`src/rtl/sram_ctrl_pkg.sv`:
```
package sram_ctrl_pkg;

  typedef enum logic [2:0] {
    S_IDLE, S_RD, S_RREL, S_WSET, S_WPUL, S_WEND
  } ctrlState_e;

  typedef struct packed {
    logic ceN;
    logic weN;
    logic oeN;
    logic dqOe;
    logic done;
  } pinSet_t;

  typedef struct packed {
    logic    load;
    logic    capture;
    pinSet_t pins;
  } strobe_t;

  function automatic int nsToCyc(input int ns, input int clkNs);
    int c;
    c = (ns + clkNs - 1) / clkNs;
    return (c < 1) ? 1 : c;
  endfunction

  function automatic int maxInt(input int a, input int b);
    return (a > b) ? a : b;
  endfunction

  function automatic int readCycles(input int aa, input int rc, input int doe, input int clkNs);
    return maxInt(maxInt(nsToCyc(aa, clkNs), nsToCyc(rc, clkNs)), nsToCyc(doe, clkNs));
  endfunction

  function automatic int writeCycles(input int pwe, input int sd, input int wc, input int clkNs);
    return maxInt(maxInt(nsToCyc(pwe, clkNs), nsToCyc(sd, clkNs)),
                  maxInt(nsToCyc(wc, clkNs) - 2, 1));
  endfunction

endpackage

```
`src/rtl/sram_ctrl_fsm.sv`:
```
module sram_ctrl_fsm
  import sram_ctrl_pkg::*;
#(
  parameter int RD_CYC = 2,
  parameter int WE_CYC = 1
) (
  input  logic    clk,
  input  logic    rstN,
  input  logic    reqValid,
  input  logic    reqWrite,
  output strobe_t stb
);

  localparam int CNT_MAX = maxInt(RD_CYC, WE_CYC) - 1;
  localparam int CNT_W   = (CNT_MAX > 0) ? $clog2(CNT_MAX + 1) : 1;

  ctrlState_e       state, stateNxt;
  logic [CNT_W-1:0] cnt;
  pinSet_t          pinsQ;

  function automatic pinSet_t decode(input ctrlState_e s);
    pinSet_t p;
    p = '{ceN: 1'b1, weN: 1'b1, oeN: 1'b1, dqOe: 1'b0, done: 1'b0};
    case (s)
      S_RD:    begin p.ceN = 1'b0; p.oeN = 1'b0; end
      S_RREL:  p.done = 1'b1;
      S_WSET:  p.ceN = 1'b0;
      S_WPUL:  begin p.ceN = 1'b0; p.weN = 1'b0; p.dqOe = 1'b1; end
      S_WEND:  begin p.ceN = 1'b0; p.dqOe = 1'b1; p.done = 1'b1; end
      default: ;
    endcase
    return p;
  endfunction

  always_comb begin
    stateNxt = state;
    case (state)
      S_IDLE:  if (reqValid) stateNxt = reqWrite ? S_WSET : S_RD;
      S_RD:    if (cnt == '0) stateNxt = S_RREL;
      S_RREL:  stateNxt = S_IDLE;
      S_WSET:  stateNxt = S_WPUL;
      S_WPUL:  if (cnt == '0) stateNxt = S_WEND;
      S_WEND:  stateNxt = S_IDLE;
      default: stateNxt = S_IDLE;
    endcase
  end

  always_ff @(posedge clk or negedge rstN) begin
    if (!rstN) begin
      state <= S_IDLE;
      cnt   <= '0;
      pinsQ <= decode(S_IDLE);
    end else begin
      state <= stateNxt;
      pinsQ <= decode(stateNxt);
      if (stateNxt == S_RD && state != S_RD)
        cnt <= CNT_W'(RD_CYC - 1);
      else if (stateNxt == S_WPUL && state != S_WPUL)
        cnt <= CNT_W'(WE_CYC - 1);
      else if (cnt != '0)
        cnt <= cnt - 1'b1;
    end
  end

  always_comb begin
    stb.load    = (state == S_IDLE) && reqValid;
    stb.capture = (state == S_RD) && (cnt == '0);
    stb.pins    = pinsQ;
  end

endmodule

```
`src/rtl/sram_ctrl_dpath.sv`:
```
module sram_ctrl_dpath
  import sram_ctrl_pkg::*;
#(
  parameter int ADDR_W = 10,
  parameter int DATA_W = 16
) (
  input  logic              clk,
  input  logic              rstN,
  input  strobe_t           stb,
  input  logic [ADDR_W-1:0] reqAddr,
  input  logic [DATA_W-1:0] reqWdata,
  input  logic [DATA_W-1:0] memDqIn,
  output logic [ADDR_W-1:0] memAddr,
  output logic [DATA_W-1:0] memDqOut,
  output logic [DATA_W-1:0] rspRdata
);

  logic [ADDR_W-1:0] addrQ;
  logic [DATA_W-1:0] wdataQ;
  logic [DATA_W-1:0] rdataQ;

  always_ff @(posedge clk or negedge rstN) begin
    if (!rstN) begin
      addrQ  <= '0;
      wdataQ <= '0;
      rdataQ <= '0;
    end else begin
      if (stb.load) begin
        addrQ  <= reqAddr;
        wdataQ <= reqWdata;
      end
      if (stb.capture)
        rdataQ <= memDqIn;
    end
  end

  assign memAddr  = addrQ;
  assign memDqOut = wdataQ;
  assign rspRdata = rdataQ;

endmodule

```
`src/rtl/sram_port_ctrl.sv`:
```
module sram_port_ctrl
  import sram_ctrl_pkg::*;
#(
  parameter int ADDR_W    = 10,
  parameter int DATA_W    = 16,
  parameter int CLK_NS    = 10,
  parameter int T_AA_NS   = 12,
  parameter int T_RC_NS   = 12,
  parameter int T_DOE_NS  = 5,
  parameter int T_WC_NS   = 12,
  parameter int T_PWE_NS  = 8,
  parameter int T_SD_NS   = 7
) (
  input  logic              clk,
  input  logic              rstN,
  input  logic              reqValid,
  input  logic              reqWrite,
  input  logic [ADDR_W-1:0] reqAddr,
  input  logic [DATA_W-1:0] reqWdata,
  output logic [DATA_W-1:0] rspRdata,
  output logic              rspDone,
  output logic              memCeN,
  output logic              memWeN,
  output logic              memOeN,
  output logic [ADDR_W-1:0] memAddr,
  output logic [DATA_W-1:0] memDqOut,
  output logic              memDqOe,
  input  logic [DATA_W-1:0] memDqIn
);

  localparam int RD_CYC = readCycles(T_AA_NS, T_RC_NS, T_DOE_NS, CLK_NS);
  localparam int WE_CYC = writeCycles(T_PWE_NS, T_SD_NS, T_WC_NS, CLK_NS);

  strobe_t stb;

  sram_ctrl_fsm #(.RD_CYC(RD_CYC), .WE_CYC(WE_CYC)) u_fsm (
    .clk      (clk),
    .rstN     (rstN),
    .reqValid (reqValid),
    .reqWrite (reqWrite),
    .stb      (stb)
  );

  sram_ctrl_dpath #(.ADDR_W(ADDR_W), .DATA_W(DATA_W)) u_dpath (
    .clk      (clk),
    .rstN     (rstN),
    .stb      (stb),
    .reqAddr  (reqAddr),
    .reqWdata (reqWdata),
    .memDqIn  (memDqIn),
    .memAddr  (memAddr),
    .memDqOut (memDqOut),
    .rspRdata (rspRdata)
  );

  assign memCeN  = stb.pins.ceN;
  assign memWeN  = stb.pins.weN;
  assign memOeN  = stb.pins.oeN;
  assign memDqOe = stb.pins.dqOe;
  assign rspDone = stb.pins.done;

endmodule

```
`config.mk`:
```
export PLATFORM = sky130hd
export DESIGN_NAME = sram_port_ctrl
export DESIGN_NICKNAME = d
export VERILOG_FILES = /design/src/rtl/sram_ctrl_pkg.sv /design/src/rtl/sram_ctrl_fsm.sv /design/src/rtl/sram_ctrl_dpath.sv /design/src/rtl/sram_port_ctrl.sv
export SDC_FILE = /design/constraint.sdc
export NUM_CORES = 1
export LEC_CHECK = 0
export CORE_MARGIN = 2
export CORE_UTILIZATION = 39
export CTS_CLUSTER_DIAMETER = 60
export DETAILED_ROUTE_END_ITERATION = 16
export PLACE_DENSITY_LB_ADDON = 0.05
export SYNTH_ARGS = -nofsm -noshare
export SYNTH_HDL_FRONTEND = slang
export SYNTH_SLANG_ARGS = --single-unit
```
`constraint.sdc`:
```
create_clock -name clk -period 2.1 [get_ports clk]
set_input_delay 0.315 -clock clk [delete_from_list [all_inputs] [get_ports clk]]
set_output_delay 0.315 -clock clk [all_outputs]
set_load 0.05 [all_outputs]
```
; ---- After elaboration in Yosys (flattened, before gate mapping)
; Cells that the tools add are included.
[word_totals]
ff_bits = 51
input_bits = 46
out_inout_bits = 47
word_cells = 43
[classes]
n_addsub = 1
n_eq_ne = 10
mux = 13
bitwise = 1
n_reduce_logical = 8
[op_table]
columns = cell, count
row1 = $pmux 3 s4, 1
row2 = $eq 3x2->1 const B, 3
row3 = $eq 3x3->1 const B, 3
row4 = $mux 3, 3
row5 = $mux 1, 8
row6 = $eq 3x1->1 const B, 2
row7 = $logic_and 1x1->1, 4
row8 = $reduce_or 2->1, 2
row9 = $reduce_or 4->1, 1
row10 = $logic_not 3->1, 1
row11 = $ne 3x1->1 const B, 1
row12 = $ne 3x3->1 const B, 1
row13 = $mux 2, 1
row14 = $not 1->1, 1
row15 = $sub 1x1->1 const B, 1

; ---- Depth between registers and ports, before layout
[logic_depth]
word_depth = 7
depth_mapped = 6
mapped_depth_nobuf = 3

; ---- Hierarchy
; A second synthesis with hierarchy kept.
[hier_totals]
hier_cells = 123
area_unflattened_um2 = 2113.3
[modules_own_cells]
columns = module, instances, cells_each, area_per_inst_um2, seq_area_each_um2
row1 = sram_ctrl_dpath, 1, 89, 1714.1, 1051.0
row2 = sram_ctrl_fsm, 1, 34, 399.1, 229.0

; ---- Worst setup path before layout
; Ideal clock, no wire load.
[synth_timing]
kind = register to register
from = register u_fsm.state[1]
to = register u_dpath.wdataQ[10] (netlist: u_dpath.memDqOut[10])
setup_time_ps = 125
t_arrival_ps = 1379
required_time_ps = 1975
path_slack_ps = 596
path_stages_with_launch = 7
path_cell_list = dfrtp_1 -> buf_4 -> nor2_2 -> and3_1 -> buf_6 -> buf_6 -> mux2_2
[synth_between]
elab_chain_len = 2
[synth_lines]
columns = item, line
row1 = start: declaration, sram_ctrl_fsm.sv:17  ; ctrlState_e state, stateNxt;
row2 = start signal: assignment, sram_ctrl_fsm.sv:54  ; state <= stateNxt;
row3 = $logic_not 3->1, sram_ctrl_fsm.sv:66  ; stb.load = (state == S_IDLE) && reqValid;
row4 = $logic_and 1x1->1, sram_ctrl_fsm.sv:66
row5 = end signal: assignment, sram_ctrl_dpath.sv:30  ; wdataQ <= reqWdata;
row6 = end: declaration, sram_ctrl_dpath.sv:19  ; logic [DATA_W-1:0] wdataQ;
; Every way passes these cells.
; A chain may end at the register's enable or synchronous reset.

; ---- Worst setup path in the final report
[layout_timing]
from = register u_fsm.pinsQ, in the netlist u_fsm.stb[3]
to = output port memWeN
[layout_lines]
columns = item, line
row1 = start: declaration, sram_ctrl_fsm.sv:19  ; pinSet_t pinsQ;
row2 = start signal: assignment, sram_ctrl_fsm.sv:52  ; pinsQ <= decode(S_IDLE);
row3 = start signal: assignment, sram_ctrl_fsm.sv:55  ; pinsQ <= decode(stateNxt);
row4 = end: declaration, sram_port_ctrl.sv:23  ; output logic memWeN,
; No word-level cell between the ends.

==> results.yml <==
grt:
  grt_use_met2_pct: 27.8
  gr_busiest_metal: "met2"
  grt_util_all_layers_pct: 15.2
  initial_antenna_violation_count: 0
  grt_max_degree: 31
  grt_overflow: 0
  vias_in_the_first_global_route: 1412
  grt_first_pass_wirelength_um: 6400
  grt_use_met1_pct: 17.0
  grt.met3_usage_pct: 3.44
finish:
  area_growth_pct: 53.2
  total_area_of_multi_input_combinational_cells_um2: 632
  final_core_utilization_pct: 63.1
  sequential_cell_area_um2: 1280
  antenna_cells: 0
  fillerInstances: 412
  layout.cells.most_common_list: "91 x clkdlybuf4s50_1, 48 x dfrtp_1, 31 x mux2_2"
  mostFrequentLayoutCell: "clkdlybuf4s50_1"
  drive_gt1_share_pct: 21.6
  finish.net_count: 267
detailed_routing:
  viasPerCell: 4.66
  ant_nets: 0
  wire_length_per_cell_um: 14.3
  drt_first_iter_violations: 50
  totalWireLength_um: 4130
  drt-pass1-iter-count: 2
  final_routed_drc_violation_total: 0
  vias: 1347
yosys:
  synth_flop_cell: "dfrtp_1"
  synth.yosys.warnings: 0
  avgSynthCellArea_um2: 15.9
  syn-num-nets: 171
  post_synth_num_cell_types: 23
  synth-seq-cells: 51
  share_of_synthesized_flip_flops_with_an_asynchronous_set_or_reset_pct: 100
  netlist_area_um2: 1980
  synth_enable_flop_cells: 0
  synth-seq-area-share_pct: 64.5
  instance_count_of_the_mapped_netlist: 125
setup_path:
  cp_max_fo: 1
  cp-start-kind: "register"
  timing.critical_path.cells: "clkdlybuf4s50_1"
  critical-path-top-delay-family: "buffers and inverters"
  worst_path_max_delay_cell: "clkdlybuf4s50_1"
  crit_type: "register to primary output"
  cp.required_ps: 1780
  critPathMaxStageDelay_ps: 800
  cp.arrival_ps: 1620
  worstPathBufferInverterCount: 1
  endpoint_kind: "primary output"
die:
  fp.dieArea_um2: 5670
  io_pins: 93
  fp.dieH_um: 75.3
  die_width_um: 75.3
  initial_utilization_pct: 41.2
  row_cnt: 25
  placeableCoreArea_um2: 4820
clock_network:
  clock_sinks: 51
  cts.root.buffer_cell: "clkbuf_8"
  cts.repair_timing.setup_buffer_count: 0
  worst_skew_pair.late_latency_ps: 290
  cts_tree: "yes"
  cts_hold_buf: 0
  cts_made_buffers: 5
  cts.reportedPaths.clkPinSlew_ps: 80
  cts_repair_resize_count: 0
  clock_tree.buffer_depth: 2
  h-tree-depth: 2
flow_run:
  drv_cap: 0
placement:
  port-buffer-count: 92
  post-dp-hpwl_um: 3180
  place.gp.congestion: 0.828
timing:
  layout_min_cycle_time_ps: 1930
  max_freq_ghz: 0.518
  setup-tns-final_ps: 0
  final-hold-violation-count: 0
  hold-worst-slack_ps: 34.9
  finalMaxSlewViolations: 0
  final_setup_skew_ps: 2.02
  period_share_pct: 91.9
  setup_repair_after_global_routing_missed_its_margin: "no"
  report.final.setup_viol: 0
  maxSlewHeadroom_pct: 57.4
  timing_worst_slew_pin_value_ps: 639
min_path:
  min_path_type: "input port to async pin"
status:
  run_status: "completed"
==> final timing paths <==
check,start,end,slack (ps),cells past startpoint
worst max-delay path,u_fsm.stb[3]$_DFF_PN1_,memWeN,170,1
worst min-delay path,rstN,u_dpath.memDqOut[5]$_DFFE_PN0P_,30,1
worst max register to register,u_fsm.state[0]$_DFF_PN0_,u_dpath.memDqOut[11]$_DFFE_PN0P_,470,4
worst min register to register,u_dpath.rspRdata[13]$_DFFE_PN0P_,u_dpath.rspRdata[13]$_DFFE_PN0P_,490,1
max in group asynchronous,rstN,u_dpath.memAddr[1]$_DFFE_PN0P_,1400,2
min in group clk,u_dpath.rspRdata[13]$_DFFE_PN0P_,u_dpath.rspRdata[13]$_DFFE_PN0P_,490,1
==> kinds of logic after synthesis <==
| logic type | count (synthesis) | synth area share [%] |
|---|---|---|
| buf+inv | 8 | 3.60 |
| compound gates | 8 | 2.59 |
| mux | 42 | 23.8 |
| flops | 51 | 64.5 |
| xor+xnor | 1 | 0.442 |
| simple gates | 15 | 4.98 |
==> per-layer routing <==
metal / routed length (µm) / up-vias
met5: 0 / -
met4: 59 / 0
met3: 309 / 8
met2: 2150 / 52
met1: 1610 / 655
li1: - / 632
==> registers in the layout (all words and copies together) (netlist names) <==
name	flops
u_dpath.memAddr	10
u_dpath.memDqOut	16
u_dpath.rspRdata	16
u_fsm.cnt	1
u_fsm.state	3
u_fsm.stb	5
==> per-stage QoR <==
step | area, µm² | worst slack (ps) | cells
after floorplan | 1980 | 596 | 125
after global placement | 2960 | 378 | 281
after detailed placement | 2960 | 338 | 281
after CTS | 3040 | 146 | 289
after global routing | 3040 | 128 | 289
final | 3040 | 169 | 289
==> cell usage after synthesis, types with 2 or more instances <==
cell | instances | area, µm²
a21o_1 | 2 | 15.0
a21oi_1 | 3 | 15.0
and3_1 | 2 | 12.5
buf_4 | 3 | 22.5
buf_6 | 4 | 45.0
dfrtp_1 | 48 | 1200
dfstp_2 | 3 | 78.8
mux2_1 | 11 | 124
mux2_2 | 31 | 349
nor2_1 | 3 | 11.3
nor3_1 | 2 | 10.0
or3_1 | 2 | 12.5
==> area by class of cell <==
class,count,share of cell area [%]
repair buffers,96,31.5
well taps,67,2.76
clock buffers,7,2.51
inverters,1,0.124
flip-flops and latches,51,42.1
clock inverters,1,0.165
multi-input cells,66,20.8
Power is not shown: default switching activity piles up to over one toggle a cycle in this logic, so the estimate is an artifact.
